--- src/rtl/lnkwin_pkg.sv ---
package lnkwin_pkg;
  // byte-address width of the 16-byte window
  localparam int unsigned WIN_AW = 4;
  // number of selectable registers per slot
  localparam int unsigned NUM_SEL = 3;
  // word offsets inside the window
  localparam logic [1:0] WORD_INDEX = 2'd0;
  localparam logic [1:0] WORD_DATA  = 2'd1;
  // bit positions of the index fields
  localparam int unsigned SEL_LSB  = 0;
  localparam int unsigned SLOT_LSB = 8;
  localparam int unsigned FIELD_W  = 8;

  typedef enum logic [1:0] {
    SEL_STATUS  = 2'd0,
    SEL_CONTROL = 2'd1,
    SEL_ERROR   = 2'd2,
    SEL_NONE    = 2'd3
  } lreg_sel_e;
endpackage

--- src/rtl/lnkwin_index.sv ---
module lnkwin_index
  import lnkwin_pkg::*;
#(
  parameter int unsigned DW     = 32,
  parameter int unsigned NSLOT  = 4,
  parameter int unsigned SLOT_W = 2
) (
  input  logic              clk,
  input  logic              rst_n,
  input  logic              idx_we,
  input  logic [DW-1:0]     wdata,
  output logic [DW-1:0]     idx_q,
  output logic [SLOT_W-1:0] slot_o,
  output lreg_sel_e         sel_o,
  output logic              hit_o
);
  logic [FIELD_W-1:0] slot_field;
  logic [FIELD_W-1:0] sel_field;

  always_ff @(posedge clk or negedge rst_n) begin
    if (!rst_n)      idx_q <= '0;
    else if (idx_we) idx_q <= wdata;
  end

  assign slot_field = idx_q[SLOT_LSB +: FIELD_W];
  assign sel_field  = idx_q[SEL_LSB +: FIELD_W];
  assign slot_o     = slot_field[SLOT_W-1:0];

  always_comb begin
    hit_o = (int'(slot_field) < int'(NSLOT)) && (int'(sel_field) < int'(NUM_SEL));
    sel_o = hit_o ? lreg_sel_e'(sel_field[1:0]) : SEL_NONE;
  end

  AST_INDEX_HOLD: assert property (@(posedge clk) disable iff (!rst_n)
    !idx_we |=> $stable(idx_q));
  AST_INDEX_LOAD: assert property (@(posedge clk) disable iff (!rst_n)
    idx_we |=> (idx_q == $past(wdata)));
endmodule

--- src/rtl/lnkwin_slot.sv ---
module lnkwin_slot #(
  parameter int unsigned DW = 32
) (
  input  logic          clk,
  input  logic          rst_n,
  input  logic          ctrl_we,
  input  logic          err_clr_we,
  input  logic [DW-1:0] wdata,
  input  logic [DW-1:0] err_evt,
  output logic [DW-1:0] ctrl_q,
  output logic [DW-1:0] err_q
);
  logic [DW-1:0] clr_mask;

  assign clr_mask = err_clr_we ? wdata : '0;

  always_ff @(posedge clk or negedge rst_n) begin
    if (!rst_n)       ctrl_q <= '0;
    else if (ctrl_we) ctrl_q <= wdata;
  end

  // events are ORed in after the clear, so an event in the clearing cycle wins
  always_ff @(posedge clk or negedge rst_n) begin
    if (!rst_n) err_q <= '0;
    else        err_q <= (err_q & ~clr_mask) | err_evt;
  end

  AST_CTRL_HOLD: assert property (@(posedge clk) disable iff (!rst_n)
    !ctrl_we |=> $stable(ctrl_q));
  AST_ERR_STICKY: assert property (@(posedge clk) disable iff (!rst_n)
    (err_evt != '0) |=> ((err_q & $past(err_evt)) == $past(err_evt)));
  AST_ERR_QUIET: assert property (@(posedge clk) disable iff (!rst_n)
    (!err_clr_we && err_evt == '0) |=> $stable(err_q));
endmodule

--- src/rtl/lnkwin_rdmux.sv ---
module lnkwin_rdmux
  import lnkwin_pkg::*;
#(
  parameter int unsigned DW     = 32,
  parameter int unsigned NSLOT  = 4,
  parameter int unsigned SLOT_W = 2
) (
  input  logic [1:0]                word,
  input  logic [DW-1:0]             idx_q,
  input  logic                      hit,
  input  logic [SLOT_W-1:0]         slot,
  input  lreg_sel_e                 sel,
  input  logic [NSLOT-1:0][DW-1:0]  status_w,
  input  logic [NSLOT-1:0][DW-1:0]  ctrl_w,
  input  logic [NSLOT-1:0][DW-1:0]  err_w,
  output logic [DW-1:0]             rd_word
);
  always_comb begin
    rd_word = '0;
    if (word == WORD_INDEX) begin
      rd_word = idx_q;
    end else if (word == WORD_DATA && hit) begin
      unique case (sel)
        SEL_STATUS:  rd_word = status_w[slot];
        SEL_CONTROL: rd_word = ctrl_w[slot];
        SEL_ERROR:   rd_word = err_w[slot];
        default:     rd_word = '0;
      endcase
    end
  end
endmodule

--- src/rtl/lnkwin_top.sv ---
module lnkwin_top
  import lnkwin_pkg::*;
#(
  parameter int unsigned NSLOT = 4,
  parameter int unsigned DW    = 32
) (
  input  logic                clk,
  input  logic                rst_n,
  input  logic                bus_wr,
  input  logic                bus_rd,
  input  logic [WIN_AW-1:0]   bus_addr,
  input  logic [DW-1:0]       bus_wdata,
  output logic [DW-1:0]       bus_rdata,
  output logic                bus_rvalid,
  input  logic [NSLOT*DW-1:0] link_status_i,
  input  logic [NSLOT*DW-1:0] err_event_i
);
  localparam int unsigned SLOT_W = (NSLOT > 1) ? $clog2(NSLOT) : 1;

  logic [1:0]               word;
  logic                     idx_we;
  logic                     data_we;
  logic [DW-1:0]            idx_q;
  logic [SLOT_W-1:0]        cur_slot;
  lreg_sel_e                cur_sel;
  logic                     cur_hit;
  logic [NSLOT-1:0][DW-1:0] status_w;
  logic [NSLOT-1:0][DW-1:0] ctrl_w;
  logic [NSLOT-1:0][DW-1:0] err_w;
  logic [DW-1:0]            rd_word;
  logic [DW-1:0]            rdata_q;
  logic                     rvalid_q;

  assign word    = bus_addr[3:2];
  assign idx_we  = bus_wr && (word == WORD_INDEX);
  assign data_we = bus_wr && (word == WORD_DATA) && cur_hit;

  lnkwin_index #(.DW(DW), .NSLOT(NSLOT), .SLOT_W(SLOT_W)) u_index (
    .clk    (clk),
    .rst_n  (rst_n),
    .idx_we (idx_we),
    .wdata  (bus_wdata),
    .idx_q  (idx_q),
    .slot_o (cur_slot),
    .sel_o  (cur_sel),
    .hit_o  (cur_hit)
  );

  for (genvar s = 0; s < NSLOT; s++) begin : g_slot
    logic ctrl_we_s;
    logic clr_we_s;
    assign status_w[s] = link_status_i[s*DW +: DW];
    assign ctrl_we_s   = data_we && (cur_sel == SEL_CONTROL) && (int'(cur_slot) == s);
    assign clr_we_s    = data_we && (cur_sel == SEL_ERROR)   && (int'(cur_slot) == s);

    lnkwin_slot #(.DW(DW)) u_slot (
      .clk        (clk),
      .rst_n      (rst_n),
      .ctrl_we    (ctrl_we_s),
      .err_clr_we (clr_we_s),
      .wdata      (bus_wdata),
      .err_evt    (err_event_i[s*DW +: DW]),
      .ctrl_q     (ctrl_w[s]),
      .err_q      (err_w[s])
    );
  end

  lnkwin_rdmux #(.DW(DW), .NSLOT(NSLOT), .SLOT_W(SLOT_W)) u_rdmux (
    .word     (word),
    .idx_q    (idx_q),
    .hit      (cur_hit),
    .slot     (cur_slot),
    .sel      (cur_sel),
    .status_w (status_w),
    .ctrl_w   (ctrl_w),
    .err_w    (err_w),
    .rd_word  (rd_word)
  );

  always_ff @(posedge clk or negedge rst_n) begin
    if (!rst_n) begin
      rdata_q  <= '0;
      rvalid_q <= 1'b0;
    end else begin
      rdata_q  <= bus_rd ? rd_word : '0;
      rvalid_q <= bus_rd;
    end
  end

  assign bus_rdata  = rdata_q;
  assign bus_rvalid = rvalid_q;

  AST_RVALID_AFTER_RD: assert property (@(posedge clk) disable iff (!rst_n)
    bus_rd |=> bus_rvalid);
  AST_RVALID_ONLY_RD: assert property (@(posedge clk) disable iff (!rst_n)
    !bus_rd |=> !bus_rvalid);
  AST_MISS_READS_ZERO: assert property (@(posedge clk) disable iff (!rst_n)
    (bus_rd && word == WORD_DATA && !cur_hit) |=> (bus_rdata == '0));
  AST_SPARE_READS_ZERO: assert property (@(posedge clk) disable iff (!rst_n)
    (bus_rd && word[1]) |=> (bus_rdata == '0));
  AST_MISS_WRITE_IDLE: assert property (@(posedge clk) disable iff (!rst_n)
    (bus_wr && !idx_we && !data_we) |=> ($stable(ctrl_w) && $stable(idx_q)));
endmodule

--- config.mk ---
export PLATFORM = sky130hd
export DESIGN_NAME = lnkwin_top
export DESIGN_NICKNAME = d
export VERILOG_FILES = /design/src/rtl/lnkwin_pkg.sv /design/src/rtl/lnkwin_index.sv /design/src/rtl/lnkwin_slot.sv /design/src/rtl/lnkwin_rdmux.sv /design/src/rtl/lnkwin_top.sv
export SDC_FILE = /design/constraint.sdc
export NUM_CORES = 1
export LEC_CHECK = 0
export BUFFER_PORTS_ARGS = -buffer_cell sky130_fd_sc_hd__buf_4
export CAP_MARGIN = 20
export CELL_PAD_IN_SITES_DETAIL_PLACEMENT = 1
export CELL_PAD_IN_SITES_GLOBAL_PLACEMENT = 1
export CORE_AREA = 2 2 183 185
export DETAILED_ROUTE_END_ITERATION = 16
export DIE_AREA = 0 0 185 187
export PLACE_DENSITY_LB_ADDON = 0.1
export SLEW_MARGIN = 20
export SYNTH_ARGS = -nofsm -noshare
export SYNTH_HDL_FRONTEND = slang
export SYNTH_SLANG_ARGS = --single-unit
--- constraint.sdc ---
create_clock -name clk -period 7.3 [get_ports clk]
set_clock_uncertainty 0.05 [all_clocks]
set_input_delay 0.73 -clock clk [delete_from_list [all_inputs] [get_ports clk]]
set_output_delay 0.73 -clock clk [all_outputs]
set_load 0.1 [all_outputs]
==> results.cfg, run 1 <==
[logic_synthesis]
yosys-top-cells-area = dfrtp_1 52%, mux4_2 14%, mux2_2 11%
yosysUniqueCellTypes = 30
synth.most_common_cell = dfrtp_1
synth_top_cell_by_area = dfrtp_1
synthCells = 1111
synthesis.area_mm2 = 0.01543
synth_area_per_cell_um2 = 13.88
synth_commonest_cells = 321 x dfrtp_1, 147 x mux2_2, 131 x nand2b_1
synth_seq_cells = 321
yosys.area.top_type_share = 0.5207
synth_edf_count = 0
yosys_warnings = 0
async_reset_ff_frac = 1.000
synth_fp_nets = 1407
ys_seq_area_frac = 0.5207
synthFlopType = dfrtp_1

[power_and_ir_drop]
p_leak_nw = 8.151
finalPower_mw = 4.520
p_per_area_mw_per_mm2 = 229.3
ir_drop_uv = 161.3

[die]
dieWidth_um = 185
die_h_um = 187
num_rows = 67
start_util = 0.4694
io_pins = 329
die_area_mm2 = 0.03460
core_area_mm2 = 0.03286

[clock_network]
postCtsSetupBuffers = 0
cts.hold.buffers_added = 0
cts_buffers = 37
clock_sinks = 321
h-tree-depth = 2
clk_pin_slew_ns = 0.06
root_buffer = clkbuf_16
cts_resized = 0
cts_tree = built
clock_latency_ns = 0.52
cts.path.max_buffers = 3

[status]
status = complete, no violations

[sta]
max_freq_ghz = 0.2371
worst_pin_slew_ns = 1.108
hold_violations = 0
finalSetupViolCount = 0
rsz0062_at_grt = no
period_needed_ns = 4.218
final_max_slew_viol_count = 0
fin_crit_sh = 0.5779
setup-tns-final_ns = 0
slew_headroom = 0.2614

[final_layout]
syn_to_final_growth_pct = 27.79
final_nets = 1707
drive_above_1_share = 0.4683

[global_route]
grt_usage = 0.2894
grt_max_degree = 161
antenna_found_initial = 4
grt_pass1_wl_um = 75590
grt_pass1_vias = 12520
gr-total-overflow = 0

[routing]
routed_wirelength_um = 49500
initialDrtViolationCount = 746
ant_nets = 0
routed_via_density = 5.956
drcViolationCount = 0
vias = 11250
routedWlPerCell_um = 26.21
drt_first_pass_iters = 5

[critical_path]
critPathKind = reg2reg
crit_required_ns = 7.65
rr_worst_depth = 6
timing.rr.end = g_slot[2].u_slot.ctrl_q[5]
cp-end-kind = flop
critPathMaxFanout = 85
critPathLaunchType = flop
arrival_ns = 4.56
r2r_start = u_index.idx_q[10]
r2r_slack_ns = 3.08

[hold_path]
min_path_type = in2async

[placed_design]
gp_congestion = 0.7365
io_buffer_count = 326
hpwl_um = 30380

[job]
maxCapViolCount = 0
==> how the worst max path moves through the flow <==
stage	start	to
2_1_floorplan	u_index.idx_q[10]	g_slot[0].u_slot.ctrl_q[21]
3_3_place_gp	u_index.idx_q[5]	g_slot[2].u_slot.ctrl_q[5]
3_5_place_dp	u_index.idx_q[10]	g_slot[2].u_slot.ctrl_q[5]
4_1_cts	u_index.idx_q[10]	g_slot[2].u_slot.ctrl_q[5]
5_1_grt	u_index.idx_q[10]	g_slot[2].u_slot.ctrl_q[21]
6_report	u_index.idx_q[10]	g_slot[2].u_slot.ctrl_q[5]
==> registers in the layout, indices dropped and copies added (netlist names) <==
register	count
g_slot.u_slot.ctrl_q	128
u_index.idx_q	32
g_slot.u_slot.err_q	128
bus_rvalid	1
bus_rdata	32
==> kinds of logic (layout without fill, tap and decap cells) <==
family	after synthesis	in the layout	share of synthesized area
buffers and inverters	90	416	0.02596
other	0	4	0
AND/OR/NAND/NOR	218	218	0.08387
flip-flops	321	321	0.5207
multiplexers	256	256	0.2570
AO/OA/AOI/OAI	226	226	0.1125
==> cell usage in the layout, fill, tap and decap left out, types with 3 or more instances in the layout <==
cell type	count
clkbuf_1	4
nand3_1	32
a21boi_1	3
buf_4	345
mux4_2	96
dfrtp_1	319
clkinv_2	3
clkbuf_16	39
nand2b_1	131
o31ai_1	128
a221oi_1	32
clkbuf_8	12
buf_16	3
nor3_4	4
mux2_1	13
nor2_1	3
mux2_2	147
diode_2	4
nand2_1	32
bufinv_16	5
a22oi_1	32
a21boi_0	28
==> routing by layer <==
layer | part of all wire | track usage | up-vias
met3 | 0.057 | 0.05374 | 68
met1 | 0.41 | 0.3735 | 5952
li1 | - | - | 4872
met4 | 0.024 | 0.07662 | 2
met2 | 0.51 | 0.5013 | 356
met5 | 0.00032 | 0 | -
==> layout make-up <==
class	instances	area [um^2]
Timing Repair Buffer	350	2708
Clock inverter	10	181.4
Clock buffer	55	1156
Sequential cell	321	8040
Fill cell	3231	13150
Inverter	1	3.754
Antenna cell	4	10.01
Tap cell	448	560.5
Multi-Input combinational cell	700	7053
==> power breakdown <==
group	total [mW]	internal, mW	leakage, nW	switching, mW
clock network	2.02	1.27	0.659	0.749
logic	0.604	0.296	3.75	0.308
registers	1.90	1.82	3.74	0.0779
total	4.52	3.38	8.15	1.14
==> critical path, stage by stage, from the launching register on <==
cell,delay (ns)
dfrtp_1,0.40
or4_1,0.72
a2111o_2,0.88
buf_4,0.57
nor3_4,0.49
buf_4,0.51
mux2_2,0.41
==> through the flow <==
stage               setup slack [ns]  instances    util  hold WS, ns  cell area (um^2)
floorplan                      4.788       1111       -       0.3844             15430
global placement               3.131       1817  0.5564       0.4143             18280
detailed placement             3.064       1817  0.5564       0.4242             18280
CTS                            3.057       1882  0.5971       0.1975             19620
global route                   2.892       1887  0.5997       0.2061             19710
finish                         3.082       1889  0.5999       0.1698             19710
No activity file was read; power rests on OpenSTA's default activity.
==> run 2: changes to the inputs <==
--- a/config.mk
+++ b/config.mk
@@ -9,9 +9,9 @@
 export CAP_MARGIN = 20
 export CELL_PAD_IN_SITES_DETAIL_PLACEMENT = 1
 export CELL_PAD_IN_SITES_GLOBAL_PLACEMENT = 1
-export CORE_AREA = 2 2 183 185
+export CORE_AREA = 2 2 189 191
 export DETAILED_ROUTE_END_ITERATION = 16
-export DIE_AREA = 0 0 185 187
+export DIE_AREA = 0 0 191 193
 export PLACE_DENSITY_LB_ADDON = 0.1
 export SLEW_MARGIN = 20
 export SYNTH_ARGS = -nofsm -noshare
==> constraint.sdc (replaced) <==
create_clock -name clk -period 4.17 [get_ports clk]
set_clock_uncertainty 0.05 [all_clocks]
set_input_delay 0.417 -clock clk [delete_from_list [all_inputs] [get_ports clk]]
set_output_delay 0.417 -clock clk [all_outputs]
set_load 0.1 [all_outputs]
==> results.cfg, run 2 (same netlist as run 1, synthesis figures left out) <==
[final_layout]
final_nets = 1722
n_fill_cell = 3492
final_cell_mix = 359 x buf_4, 319 x dfrtp_1, 147 x mux2_2
drive_above_1_share = 0.4662
final_util = 0.5597
instances_no_fill = 1911
reg.largest.list = g_slot.u_slot.ctrl_q (128), g_slot.u_slot.err_q (128)
layout_commonest_cell = buf_4
syn_to_final_growth_pct = 26.87

[sta]
setup_slack_ns = 1.016
hold_slack_ns = -0.02668
setup-tns-final_ns = 0
period_needed_ns = 3.154
max_freq_ghz = 0.3171
worst_pin_slew_ns = 0.9517
slew_headroom = 0.3656
rsz0062_at_grt = no
hold_violations = 15
final_max_slew_viol_count = 0
finalSetupViolCount = 0
fin_crit_sh = 0.7563

[clock_network]
cts.path.max_buffers = 3
clk_pin_slew_ns = 0.06
clock_latency_ns = 0.51
cts.hold.buffers_added = 1
root_buffer = clkbuf_16
h-tree-depth = 2
cts_buffers = 37
cts_resized = 0
clock_sinks = 321
cts_tree = built
postCtsSetupBuffers = 0

[placed_design]
pre_cts_slack_ns = 1.060
io_buffer_count = 326
hpwl_um = 32330
placed_cells = 1847
gp_congestion = 0.7750

[status]
violations = negative hold slack
status = finished, violations left

[die]
dieWidth_um = 191
die_area_mm2 = 0.03686
num_rows = 69
die_h_um = 193
io_pins = 329
core_area_mm2 = 0.03496
start_util = 0.4412

[critical_path]
crit_required_ns = 4.49
critPathMaxFanout = 80
cp-end-kind = flop
r2r_start = u_index.idx_q[10]
rr_worst_depth = 5
arrival_ns = 3.48
r2r_slack_ns = 1.02
critPathLaunchType = flop
timing.rr.end = g_slot[0].u_slot.err_q[7]
critPathKind = reg2reg

[power_and_ir_drop]
p_per_area_mw_per_mm2 = 377.3
p_leak_nw = 8.092
ir_drop_uv = 294.1

[routing]
vias = 11200
routed_via_density = 5.863
ant_nets = 0
routedWlPerCell_um = 25.57
initialDrtViolationCount = 584
drt_first_pass_iters = 5
routed_wirelength_um = 48860
drcViolationCount = 0

[global_route]
grt_usage = 0.2708
gr-total-overflow = 0
grt_pass1_vias = 12570
antenna_found_initial = 2
grt_max_degree = 122
grt_pass1_wl_um = 75290

[hold_path]
min_path_type = in2async

[job]
maxCapViolCount = 0
-- run 2: changes by cell type in the layout (fill, tap and decap cells not counted), sizes merged --
cell / change
buf: +14
bufinv: -5
clkinv: +3
diode: -2
inv: -2
clkbuf: +1
clkinvlp: -1
dlygate4sd3: +1
-- run 2: power by group --
part	internal [mW]	switching, mW	total (mW)
Clock	1.75	1.26	3.01
Sequential	3.18	0.134	3.32
Combinational	0.522	0.536	1.06
Total	5.46	1.93	7.38
-- run 2: layout make-up --
class,instances,area (um^2),share of cell area
multi-input combinational,700,7053,0.3604
timing repair buffer,365,2800,0.1431
tap,461,576.8,0.02947
inverter,1,3.754,0.0001918
sequential,321,8040,0.4108
antenna,2,5.005,0.0002557
clock inverter,5,25.02,0.001279
clock buffer,56,1067,0.05453
-- run 2: critical path, stage by stage, from the launching register on --
cell      delay (ns)
dfrtp_1         0.39
or4_1           0.73
a2111o_2        0.77
buf_4           0.47
o31ai_1         0.41
nand2b_1        0.10
-- run 2: worst max-delay path by stage --
stage | startpoint | end | slack [ns] | cells after the start
3_5_place_dp | u_index.idx_q[10] | g_slot[0].u_slot.err_q[11] | 1.06 | 5
6_report | u_index.idx_q[10] | g_slot[0].u_slot.err_q[7] | 1.02 | 5
4_1_cts | u_index.idx_q[10] | g_slot[0].u_slot.err_q[9] | 1.04 | 5
2_1_floorplan | u_index.idx_q[10] | g_slot[0].u_slot.ctrl_q[21] | 1.66 | 5
5_1_grt | u_index.idx_q[10] | g_slot[0].u_slot.err_q[7] | 0.94 | 5
3_3_place_gp | u_index.idx_q[10] | g_slot[1].u_slot.ctrl_q[22] | 1.13 | 5
-- run 2: through the flow --
step	hold WS, ns	power, mW	area [um^2]
floorplan	0.07141	3.872	15430
global placement	0.4134	4.423	18460
detailed placement	0.4243	4.441	18460
CTS	0.01393	7.462	19570
global route	0.03071	7.660	19570
finish	-0.02668	7.385	19570
-- run 2: layer usage --
metal	vias up	track usage	part of all wire
met5	-	0	0
met4	0	0.06738	0.021
met3	73	0.04072	0.054
met2	344	0.4529	0.49
met1	5893	0.3737	0.43
li1	4894	-	-
==> run 3: changes to the inputs <==
--- a/config.mk
+++ b/config.mk
@@ -9,9 +9,9 @@
 export CAP_MARGIN = 20
 export CELL_PAD_IN_SITES_DETAIL_PLACEMENT = 1
 export CELL_PAD_IN_SITES_GLOBAL_PLACEMENT = 1
-export CORE_AREA = 2 2 189 191
+export CORE_AREA = 2 2 200 202
 export DETAILED_ROUTE_END_ITERATION = 16
-export DIE_AREA = 0 0 191 193
+export DIE_AREA = 0 0 202 204
 export PLACE_DENSITY_LB_ADDON = 0.1
 export SLEW_MARGIN = 20
 export SYNTH_ARGS = -nofsm -noshare
==> constraint.sdc (replaced) <==
create_clock -name clk -period 2.7 [get_ports clk]
set_clock_uncertainty 0.05 [all_clocks]
set_input_delay 0.27 -clock clk [delete_from_list [all_inputs] [get_ports clk]]
set_output_delay 0.27 -clock clk [all_outputs]
set_load 0.1 [all_outputs]
==> results.cfg, run 3 (same netlist as run 1, synthesis figures left out) <==
[routing]
routedWlPerCell_um = 24.86
vias = 12030
routed_via_density = 5.531
drcViolationCount = 0
drt_first_pass_iters = 5
routed_wirelength_um = 54070
initialDrtViolationCount = 597
ant_nets = 0

[clock_network]
clk_pin_slew_ns = 0.06
h-tree-depth = 2
cts_buffers = 37
clock_latency_ns = 0.54
cts_tree = built
cts.path.max_buffers = 3
root_buffer = clkbuf_16
clock_sinks = 321

[die]
dieWidth_um = 202
num_rows = 73
die_area_mm2 = 0.04121
die_h_um = 204
core_area_mm2 = 0.03918
io_pins = 329
start_util = 0.3937

[final_layout]
reg.largest.list = g_slot.u_slot.ctrl_q (128), g_slot.u_slot.err_q (128)
final_cell_mix = 370 x buf_4, 319 x dfrtp_1, 162 x dlygate4sd3_1
layout_commonest_cell = buf_4
final_nets = 1918
syn_to_final_growth_pct = 42.36
instances_no_fill = 2175
finalInstanceArea_mm2 = 0.02196
drive_above_1_share = 0.4366

[placed_design]
hpwl_um = 34880
io_buffer_count = 326
pre_cts_slack_ns = -0.06287
placed_cells = 1938
dpl_cell_area_mm2 = 0.01893
gp_congestion = 0.7946

[sta]
period_needed_ns = 2.672
hold_violations = 0
slew_headroom = 0.4985
rsz0062_at_grt = yes
finalSetupViolCount = 0
max_freq_ghz = 0.3743
worst_pin_slew_ns = 0.7476
final_max_slew_viol_count = 0
hold_slack_ns = 0.1159
setup_slack_ns = 0.02820
fin_crit_sh = 0.9896

[critical_path]
timing.rr.end = g_slot[3].u_slot.ctrl_q[3]
crit_required_ns = 3.07
cp-end-kind = flop
critical-path-top-delay-family = simple AND/OR/NAND/NOR gates
max_stage_delay_ns = 0.61
critPathSlowestCell = a2111o_2
critPathMaxFanout = 7
path_buf_inv = 2
r2r_slack_ns = 0.03
critPathLaunchType = flop
arrival_ns = 3.04
r2r_start = u_index.idx_q[5]
rr_worst_depth = 6
crit_chain = or4_4 -> a2111o_2 -> nor3_4 -> buf_12 -> clkbuf_16 -> mux2_2
critPathKind = reg2reg

[global_route]
grt_max_degree = 81
grt_pass1_wl_um = 82200
grt_usage = 0.2624
grt_pass1_vias = 13710
antenna_found_initial = 2
gr-total-overflow = 0

[job]
maxCapViolCount = 0

[hold_path]
worstHoldEndpoint = bus_rdata[12]
whs_path_depth = 4
holdCritStartpoint = bus_addr[3]
min_path_type = in2reg

[power_and_ir_drop]
ir_drop_uv = 360.2
p_per_area_mw_per_mm2 = 552.5
p_leak_nw = 9.083

[status]
status = complete, no violations
run 3: cell type report:
type,count,area (um^2)
inverters,1,3.754
clock buffers,58,1147
flip-flops and latches,321,8040
repair buffers,561,4964
diodes,1,2.502
clock inverters,8,73.82
multi-input cells,700,7073
well taps,525,656.9
fillers,3902,17220
run 3: routing by layer:
| layer | up-vias | GRT usage | share of wire |
|---|---|---|---|
| li1 | 5309 | - | - |
| met1 | 6361 | 0.3389 | 0.43 |
| met2 | 301 | 0.4639 | 0.51 |
| met3 | 56 | 0.04177 | 0.043 |
| met4 | 2 | 0.06197 | 0.017 |
| met5 | - | 0 | 0.00024 |
run 3: power by group:
part | switching [mW] | internal [mW]
registers | 0.127 | 4.92
clock network | 2.01 | 3.01
logic | 1.01 | 1.06
run 3: what timing repair did:
action                                 CTS  global route
endpoints found under the hold margin  337             0
pin swaps                                1             4
buffers inserted                         0             4
gates cloned                             0             4
hold buffers                           162             0
gates resized for setup                  3             7
setup endpoints to repair               52           138
run 3: per-stage QoR:
| stage | util | setup TNS [ns] | power, mW |
|---|---|---|---|
| floorplan | - | 0 | 5.980 |
| global placement | 0.4832 | 0 | 6.980 |
| detailed placement | 0.4832 | -0.3353 | 6.999 |
| CTS | 0.5562 | 0 | 12.27 |
| global route | 0.5605 | -0.01038 | 12.58 |
| finish | 0.5605 | 0 | 12.13 |
run 3: tightest hold or removal path, delay by kind of cell:
kind,cells,cell delay (ns)
and+or+nand+nor,2,0.17
AOI/OAI and AO/OA,1,0.09
buffers and inverters,1,0.10
run 3: worst max-delay path by stage:
stage	depth (start not counted)	slack, ns	from	end
final	6	0.03	u_index.idx_q[5]	g_slot[3].u_slot.ctrl_q[3]
after floorplan	5	0.19	u_index.idx_q[10]	g_slot[0].u_slot.ctrl_q[21]
after global routing	6	-0.007	u_index.idx_q[5]	g_slot[3].u_slot.ctrl_q[19]
after global placement	6	0.01	u_index.idx_q[10]	bus_rdata[29]
after detailed placement	5	-0.06	u_index.idx_q[10]	g_slot[2].u_slot.err_q[30]
after CTS	6	0.003	u_index.idx_q[10]	bus_rdata[29]
